<file path="src/rtl/gpio_port_pkg.sv">
package gpio_port_pkg;
  typedef enum logic [1:0] {
    ADDR_DIR  = 2'd0,
    ADDR_DATA = 2'd1,
    ADDR_PINS = 2'd2,
    ADDR_NONE = 2'd3
  } gpio_addr_e;
endpackage

</file>
<file path="src/rtl/gpio_port_sync.sv">
module gpio_port_sync #(
  parameter int WIDTH  = 8,
  parameter int STAGES = 2
) (
  input  logic             clk,
  input  logic             rst_n,
  input  logic [WIDTH-1:0] d_in,
  output logic [WIDTH-1:0] d_sync
);
  logic [WIDTH-1:0] stage_q [STAGES];

  genvar s;
  generate
    for (s = 0; s < STAGES; s++) begin : g_stage
      if (s == 0) begin : g_first
        always_ff @(posedge clk or negedge rst_n) begin
          if (!rst_n) stage_q[s] <= '0;
          else        stage_q[s] <= d_in;
        end
      end else begin : g_next
        always_ff @(posedge clk or negedge rst_n) begin
          if (!rst_n) stage_q[s] <= '0;
          else        stage_q[s] <= stage_q[s-1];
        end
      end
    end
  endgenerate

  assign d_sync = stage_q[STAGES-1];
endmodule

</file>
<file path="src/rtl/gpio_port_regs.sv">
module gpio_port_regs
  import gpio_port_pkg::*;
#(
  parameter int WIDTH = 8
) (
  input  logic             clk,
  input  logic             rst_n,
  input  logic             hw_stby,
  input  logic             hold,
  input  logic             wr_en,
  input  logic [1:0]       addr,
  input  logic [WIDTH-1:0] wdata,
  output logic [WIDTH-1:0] dir_q,
  output logic [WIDTH-1:0] data_q
);
  logic [WIDTH-1:0] dir_d, data_d;
  logic             wr_ok;
  gpio_addr_e       sel;

  always_comb begin
    sel    = gpio_addr_e'(addr);
    wr_ok  = wr_en && !hold && !hw_stby;
    dir_d  = dir_q;
    data_d = data_q;
    if (hw_stby) begin
      dir_d  = '0;
      data_d = '0;
    end else if (wr_ok) begin
      if (sel == ADDR_DIR)  dir_d  = wdata;
      if (sel == ADDR_DATA) data_d = wdata;
    end
  end

  always_ff @(posedge clk or negedge rst_n) begin
    if (!rst_n) begin
      dir_q  <= '0;
      data_q <= '0;
    end else begin
      dir_q  <= dir_d;
      data_q <= data_d;
    end
  end
endmodule

</file>
<file path="src/rtl/gpio_port_pinmux.sv">
module gpio_port_pinmux #(
  parameter int WIDTH    = 8,
  parameter int BUS_PINS = 3
) (
  input  logic                hw_stby,
  input  logic                bus_claim,
  input  logic [BUS_PINS-1:0] bus_oe,
  input  logic [BUS_PINS-1:0] bus_out,
  input  logic                clk_mode,
  input  logic                sysclk_lvl,
  input  logic [WIDTH-1:0]    dir_q,
  input  logic [WIDTH-1:0]    data_q,
  output logic [WIDTH-1:0]    pin_oe,
  output logic [WIDTH-1:0]    pin_out
);
  localparam int CLK_PIN = WIDTH - 1;

  genvar i;
  generate
    for (i = 0; i < WIDTH; i++) begin : g_pin
      if (i < BUS_PINS) begin : g_bus
        always_comb begin
          if (hw_stby) begin
            pin_oe[i]  = 1'b0;
            pin_out[i] = data_q[i];
          end else if (bus_claim) begin
            pin_oe[i]  = bus_oe[i];
            pin_out[i] = bus_out[i];
          end else begin
            pin_oe[i]  = dir_q[i];
            pin_out[i] = data_q[i];
          end
        end
      end else if (i == CLK_PIN) begin : g_clk
        always_comb begin
          pin_oe[i]  = dir_q[i] && !hw_stby;
          pin_out[i] = (clk_mode && dir_q[i]) ? sysclk_lvl : data_q[i];
        end
      end else begin : g_plain
        always_comb begin
          pin_oe[i]  = dir_q[i] && !hw_stby;
          pin_out[i] = data_q[i];
        end
      end
    end
  endgenerate
endmodule

</file>
<file path="src/rtl/gpio_port_ctl.sv">
module gpio_port_ctl
  import gpio_port_pkg::*;
#(
  parameter int WIDTH       = 8,
  parameter int BUS_PINS    = 3,
  parameter int SYNC_STAGES = 2
) (
  input  logic                clk,
  input  logic                rst_n,
  input  logic                hw_stby,
  input  logic                sw_stby,
  input  logic                man_rst,
  input  logic                clk_mode,
  input  logic                sysclk_lvl,
  input  logic                bus_claim,
  input  logic [BUS_PINS-1:0] bus_oe,
  input  logic [BUS_PINS-1:0] bus_out,
  input  logic [1:0]          addr,
  input  logic                wr_en,
  input  logic [WIDTH-1:0]    wdata,
  output logic [WIDTH-1:0]    rdata,
  input  logic [WIDTH-1:0]    pin_in,
  output logic [WIDTH-1:0]    pin_oe,
  output logic [WIDTH-1:0]    pin_out
);
  logic [WIDTH-1:0] dir_q, data_q, pin_sync;
  logic             hold;

  assign hold = man_rst || sw_stby;

  gpio_port_sync #(.WIDTH(WIDTH), .STAGES(SYNC_STAGES)) u_sync (
    .clk    (clk),
    .rst_n  (rst_n),
    .d_in   (pin_in),
    .d_sync (pin_sync)
  );

  gpio_port_regs #(.WIDTH(WIDTH)) u_regs (
    .clk     (clk),
    .rst_n   (rst_n),
    .hw_stby (hw_stby),
    .hold    (hold),
    .wr_en   (wr_en),
    .addr    (addr),
    .wdata   (wdata),
    .dir_q   (dir_q),
    .data_q  (data_q)
  );

  gpio_port_pinmux #(.WIDTH(WIDTH), .BUS_PINS(BUS_PINS)) u_mux (
    .hw_stby    (hw_stby),
    .bus_claim  (bus_claim),
    .bus_oe     (bus_oe),
    .bus_out    (bus_out),
    .clk_mode   (clk_mode),
    .sysclk_lvl (sysclk_lvl),
    .dir_q      (dir_q),
    .data_q     (data_q),
    .pin_oe     (pin_oe),
    .pin_out    (pin_out)
  );

  always_comb begin
    unique case (gpio_addr_e'(addr))
      ADDR_DIR:  rdata = dir_q;
      ADDR_DATA: rdata = data_q;
      ADDR_PINS: rdata = (dir_q & data_q) | (~dir_q & pin_sync);
      default:   rdata = '0;
    endcase
  end
endmodule

</file>
<file path="config.mk">
export PLATFORM = sky130hd
export DESIGN_NAME = gpio_port_ctl
export DESIGN_NICKNAME = d
export VERILOG_FILES = /design/src/rtl/gpio_port_pkg.sv /design/src/rtl/gpio_port_sync.sv /design/src/rtl/gpio_port_regs.sv /design/src/rtl/gpio_port_pinmux.sv /design/src/rtl/gpio_port_ctl.sv
export SDC_FILE = /design/constraint.sdc
export NUM_CORES = 1
export LEC_CHECK = 0
export ABC_AREA = 1
export BUFFER_PORTS_ARGS = -buffer_cell sky130_fd_sc_hd__buf_4
export CAP_MARGIN = 20
export CELL_PAD_IN_SITES_DETAIL_PLACEMENT = 1
export CELL_PAD_IN_SITES_GLOBAL_PLACEMENT = 1
export CORE_MARGIN = 4
export CORE_UTILIZATION = 36
export CTS_BUF_LIST = sky130_fd_sc_hd__clkbuf_8 sky130_fd_sc_hd__clkbuf_16
export DETAILED_ROUTE_END_ITERATION = 12
export GPL_ROUTABILITY_DRIVEN = 1
export MAX_ROUTING_LAYER = met4
export PLACE_DENSITY = 0.79
export SYNTH_ARGS = -nofsm -noshare
export SYNTH_HDL_FRONTEND = slang
export SYNTH_HIERARCHICAL = 1
export SYNTH_SLANG_ARGS = --single-unit
</file>
<file path="constraint.sdc">
create_clock -name clk -period 0.9 [get_ports clk]
set_input_delay 0.045 -clock clk [delete_from_list [all_inputs] [get_ports clk]]
set_output_delay 0.045 -clock clk [all_outputs]
set_load 0.02 [all_outputs]
</file>
Word-level counts from Yosys, hierarchy flattened
Index checks and enable logic that the tools add are counted.
{"block": "classes", "add_sub_neg": 0, "n_lt_le_gt_ge": 0, "n_reduce_logical": 17, "div": 0, "n_bitwise": 4, "n_mul": 0, "eq_ne": 2, "shift": 0, "muxes": 20}
{"operator": "$mux W8", "n": 6}
{"operator": "$pmux W8 S3", "n": 1}
{"operator": "$and A8 B8 Y8", "n": 2}
{"operator": "$mux W1", "n": 13}
{"operator": "$logic_and A1 B1 Y1", "n": 8}
{"operator": "$not A8 Y8", "n": 1}
{"operator": "$or A8 B8 Y8", "n": 1}
{"operator": "$reduce_bool A2 Y1", "n": 3}
{"operator": "$reduce_and A2 Y1", "n": 2}
{"operator": "$eq A2 B1 Y1 const B", "n": 1}
{"operator": "$eq A2 B2 Y1 const B", "n": 1}
{"operator": "$logic_not A1 Y1", "n": 2}
{"operator": "$logic_not A2 Y1", "n": 1}
{"operator": "$logic_or A1 B1 Y1", "n": 1}
{"block": "word_totals", "rom_bits": 0, "mem_bits_rw": 0, "inputBits": 33, "ff_bits": 32, "latchBits": 0, "mem_count": 0}

Logic depth before layout (Yosys ltp)
{"block": "depth", "ltp_word": 6, "mapped_depth": 6}

Hierarchy
The synthesis kept the hierarchy.
{"module": "gpio_port_regs", "area_per_inst_um2": 800.8, "cells_each": 91, "n_inst": 1}
{"module": "gpio_port_sync", "area_per_inst_um2": 460.4, "cells_each": 24, "n_inst": 1}
{"module": "gpio_port_ctl", "area_per_inst_um2": 382.9, "cells_each": 92, "n_inst": 1}
{"module": "gpio_port_pinmux", "area_per_inst_um2": 206.4, "cells_each": 45, "n_inst": 1}

Least setup slack after synthesis
Ideal clock, no wire load.
{"block": "synth_path", "path_kind": "input port to flip-flop", "from": "input sw_stby", "to": "register u_regs.dir_q[1]", "path_slack_ns": 0.005, "n_path_buf": 1, "t_required_ns": 0.835, "arrival_ns": 0.830, "setup_time_ns": 0.065, "stages": 5, "cell_sequence": "or2_2 nor2_8 buf_6 nand3_1 nand2_1"}
{"block": "synth_between", "elab_chain_len": 6}
{"element": "start, declared", "line": "gpio_port_ctl.sv:11", "text": "input logic sw_stby,"}
{"element": "$logic_or A1 B1 Y1", "line": "gpio_port_ctl.sv:29", "text": "assign hold = man_rst || sw_stby;"}
{"element": "$logic_not A1 Y1", "line": "gpio_port_regs.sv:22", "text": "wr_ok = wr_en && !hold && !hw_stby;"}
{"element": "$logic_and A1 B1 Y1 (2 in series)", "line": "gpio_port_regs.sv:22"}
{"element": "$reduce_bool A2 Y1 (no source line)"}
{"element": "$reduce_and A2 Y1 (no source line)"}
{"element": "end signal, assigned", "line": "gpio_port_regs.sv:39", "text": "dir_q <= dir_d;"}
{"element": "end, declared", "line": "gpio_port_regs.sv:13", "text": "output logic [WIDTH-1:0] dir_q,"}
No other way between the ends.
A chain may end at the register's enable or synchronous reset.

Final worst setup path
{"block": "layout_path", "from": "register u_regs.data_q[6]", "to": "output rdata[6]"}
{"block": "layout_between", "elab_chain_len": 3}
{"element": "start, declared", "line": "gpio_port_regs.sv:14", "text": "output logic [WIDTH-1:0] data_q"}
{"element": "start signal, assigned", "line": "gpio_port_regs.sv:40", "text": "data_q <= data_d;"}
{"element": "$and A8 B8 Y8", "line": "gpio_port_ctl.sv:67", "text": "ADDR_PINS: rdata = (dir_q & data_q) | (~dir_q & pin_sync);"}
{"element": "$or A8 B8 Y8", "line": "gpio_port_ctl.sv:67"}
{"element": "$pmux W8 S3 *", "line": "gpio_port_ctl.sv:64", "text": "unique case (gpio_addr_e'(addr))"}
{"element": "end, declared", "line": "gpio_port_ctl.sv:21", "text": "output logic [WIDTH-1:0] rdata,"}
Every way passes the cells marked *; elsewhere a longest branch is shown, timed or not.

==> results summary <==
The slowest stage of the critical path is the sky130_fd_sc_hd__dfrtp_1 cell. The reported leakage power is between 1.5 and 2 nW. The synthesized netlist net count came out at around 290.

The average footprint of a synthesized cell came out at approximately 7.3 sq um. The wire length after detailed routing came out at 6980 um. The total congestion overflow after global routing came out at 0. The number of buffers inserted during clock tree synthesis is 5.

The number of DRC markers in iteration 0 came out at about 150. After layout, the design draws a total of 3.21 mW. After legalization and detailed placement, the total HPWL measured 4000 um. The top cell type by total area after synthesis is sky130_fd_sc_hd__dfrtp_1. The global-route wire length before repair is between 10000 and 15000 um. The top cell type's share of synthesized area is between 40 and 50%.

The average vias per placed instance came out at 4.79. By startpoint and endpoint, the worst setup path is classified as flip-flop to primary output. The number of port buffers is between 50 and 60. The actual transition at the worst max-transition pin came out at approximately 0.44 ns.

The number of top-level pins came out at 57. The worst setup skew after layout is ~0.0014 ns. The width of the die came out at around 80 um. The data required time of the worst path is roughly 0.85 ns.

The core box area came out at approximately 4800 sq um. Across all hold checks on the routed design, the worst slack comes to between 0.09 and 0.1 ns. Counting flops with an async set or reset pin after synthesis yields a share of 100%. The number of H-tree branching levels came out at 2. The initial cell density of the core is about two fifths. Synthesis produced a netlist whose cell count is approximately 250. The die area is around 6400 sq um. The number of nets in the layout is 371.

The clock insertion delay at the later pin of the skew report came out at 0.29 ns. In this run the cell area measured after placement is ~2300 sq um. IR analysis of the VDD net gives a maximum drop of approximately 0.61 mV. The post-route setup TNS is -5.61 ns. The depth of the worst hold-timing path is 5. TritonCTS built the clock tree. The number of enable-type register cells in the synthesized netlist came out at 0. The final max-slew violation count is 0. Row generation in the floorplan step produced 25 rows.

The flow ran to the end, but the final reports show violations. The number of endpoints with negative hold slack in the final report is 0. The first detailed-routing pass took 4 iterations.

The setup slack after layout is -0.371 ns. The final antenna-violating net count is 0. The via count of the routed design came out at between 1.5k and 2k. Setup repair after global routing could not meet its margin everywhere. The clock passes through at most 2 buffers. The final weighted congestion of routability-driven global placement is 0.731. The synthesized design contains 32 register bits.

The worst path uses 141% of the clock period. The summed instance area of the synthesized netlist came out at roughly 1900 sq um. The layout-stage area growth over the synthesis result came out at 53.1%.

The kind of end point of the critical path is a primary output. The count of endpoints failing setup in the final report came out at 31. In this run the worst path has a maximum fanout of 3. The final reports fail on negative setup slack. The via count of the first global-routing pass came out at just over 2k.

The data arrival at the endpoint of the critical path is about 1.2 ns. The post-layout instance area came out at about 2800 sq um. The power per cell area came out at about 1100 nW/um^2. The number of diodes is 0. The time the final worst path needs with I/O delays and setup came out at between 1 and 1.5 ns. The tightest min-delay check is of the input pin to flip-flop type.

The number of violations of the max-capacitance limit came out at 0. The per-cell routed wire length is 17.2 um. For this run, the register share of the synthesized area comes to 43.3%.

The sink count of the clock tree came out at 32. The worst setup path is launched from a flip-flop. By area the synthesized netlist is led by sky130_fd_sc_hd__dfrtp_1, sky130_fd_sc_hd__nand2_1, sky130_fd_sc_hd__nand3_1, sky130_fd_sc_hd__inv_1, sky130_fd_sc_hd__buf_4. CTS placed an instance of sky130_fd_sc_hd__clkbuf_8 at the clock tree root.

The relative slew slack is 70.7%. The initial antenna violation count is 0. The critical path goes through inv_2 > nand2_2 > nand3_1 > nand2_1 > buf_6.

In the synthesized netlist the dominant register cell turns out to be sky130_fd_sc_hd__dfrtp_1. After detailed routing, the number of remaining DRC violations is 0. The count of synthesis-stage warnings from yosys came out at 6. The die boundary height is around 80 um. The depth of the worst register-to-register path came out at 4.

In the global route stage, overall resource usage came out at about 22%. Timing would allow up to about 0.79 GHz. The pin count of the biggest net entering global routing came out at 33. The post-route netlist has approximately 45% of its cells at a drive strength greater than 1. The biggest cell delay along the critical path came out at 0.46 ns. The number of distinct standard cells referenced by the synthesized netlist came out at 16.

The clock-pin slew of the registers on the worst-case setup and hold paths came out at 0.07 ns.
final timing paths:
kind | from | end | slack (ns)
max reg2reg | u_regs/dir_q[3] | u_regs/dir_q[3] | -0.09
min in group asynchronous | rst_n | u_sync/d_sync[3] | 0.24
min reg2reg | u_sync/stage_q[14] | u_sync/d_sync[6] | 0.35
min | wdata[5] | u_regs/data_q[5] | 0.09
max in group asynchronous | rst_n | u_regs/dir_q[0] | 0.32
max | u_regs/data_q[6] | rdata[6] | -0.37
metrics by stage:
step           instances  setup WS (ns)  util, %
2_1_floorplan        252        0.00490        -
3_3_place_gp         368         -0.149     48.0
3_5_place_dp         368         -0.214     48.0
4_1_cts              400         -0.286     55.8
5_1_grt              405         -0.407     58.5
6_report             405         -0.371     58.5
metal layers:
metal | global-route usage (%) | vias to the layer above | wire (um)
met5 | - | - | 0
met4 | 7.39 | 0 | 147
met3 | 3.95 | 14 | 338
met2 | 36.5 | 72 | 3640
met1 | 26.8 | 939 | 2850
li1 | - | 913 | -
power by group:
| part | internal, mW | switching [mW] |
|---|---|---|
| Sequential | 1.48 | 0.0282 |
| Combinational | 0.291 | 0.335 |
| Clock | 0.514 | 0.559 |
| Total | 2.29 | 0.922 |
cell usage after synthesis (2+ instances only):
library cell / n
sky130_fd_sc_hd__nor2_8: 2
sky130_fd_sc_hd__nand2_4: 3
sky130_fd_sc_hd__clkinv_1: 8
sky130_fd_sc_hd__nand3_1: 50
sky130_fd_sc_hd__inv_1: 39
sky130_fd_sc_hd__nor2_1: 19
sky130_fd_sc_hd__nor2_4: 3
sky130_fd_sc_hd__nand2_1: 73
sky130_fd_sc_hd__inv_2: 4
sky130_fd_sc_hd__dfrtp_1: 32
sky130_fd_sc_hd__buf_6: 2
sky130_fd_sc_hd__buf_4: 13
area by class of cell:
| type | instances | area (sq um) |
|---|---|---|
| fillers | 606 | 2010 |
| clock inverters | 2 | 8.76 |
| clock buffers | 5 | 68.8 |
| repair buffers | 96 | 890 |
| well taps | 67 | 83.8 |
| inverters | 51 | 193 |
| multi-input cells | 152 | 779 |
| flip-flops and latches | 32 | 811 |
flip-flops by register name, summed over array words and instances (netlist names):
name            count
u_regs/data_q       8
u_regs/dir_q        8
u_sync/d_sync       8
u_sync/stage_q      8
repair_timing:
action	4_1_cts	5_1_grt
resized for setup	28	50
setup buffers	16	10
endpoints found under the hold margin	40	0
pin swaps	27	22
gates cloned	0	0
endpoints found under the setup margin	24	27
hold buffers	9	0
worst max-delay path, delay by kind of cell (launching register included):
family,cells,cell delay (ns)
and+or+nand+nor,3,0.28
buffers and inverters,2,0.19
DFF,1,0.46
placed cells by master (no fill, tap or decap), drive strengths merged:
master / n
nand3: 51
dfrtp: 32
inv: 46
clkbuf: 5
clkinv: 7
buf: 87
nor2: 24
nand2: 76
or2: 1
dlygate4sd3: 9
cell families after synthesis:
| family | synth area share [%] |
|---|---|
| flip-flops | 43.3 |
| AND/OR/NAND/NOR | 38.9 |
| buffers and inverters | 17.8 |
Note: power is estimated with default switching activity, not from simulation.
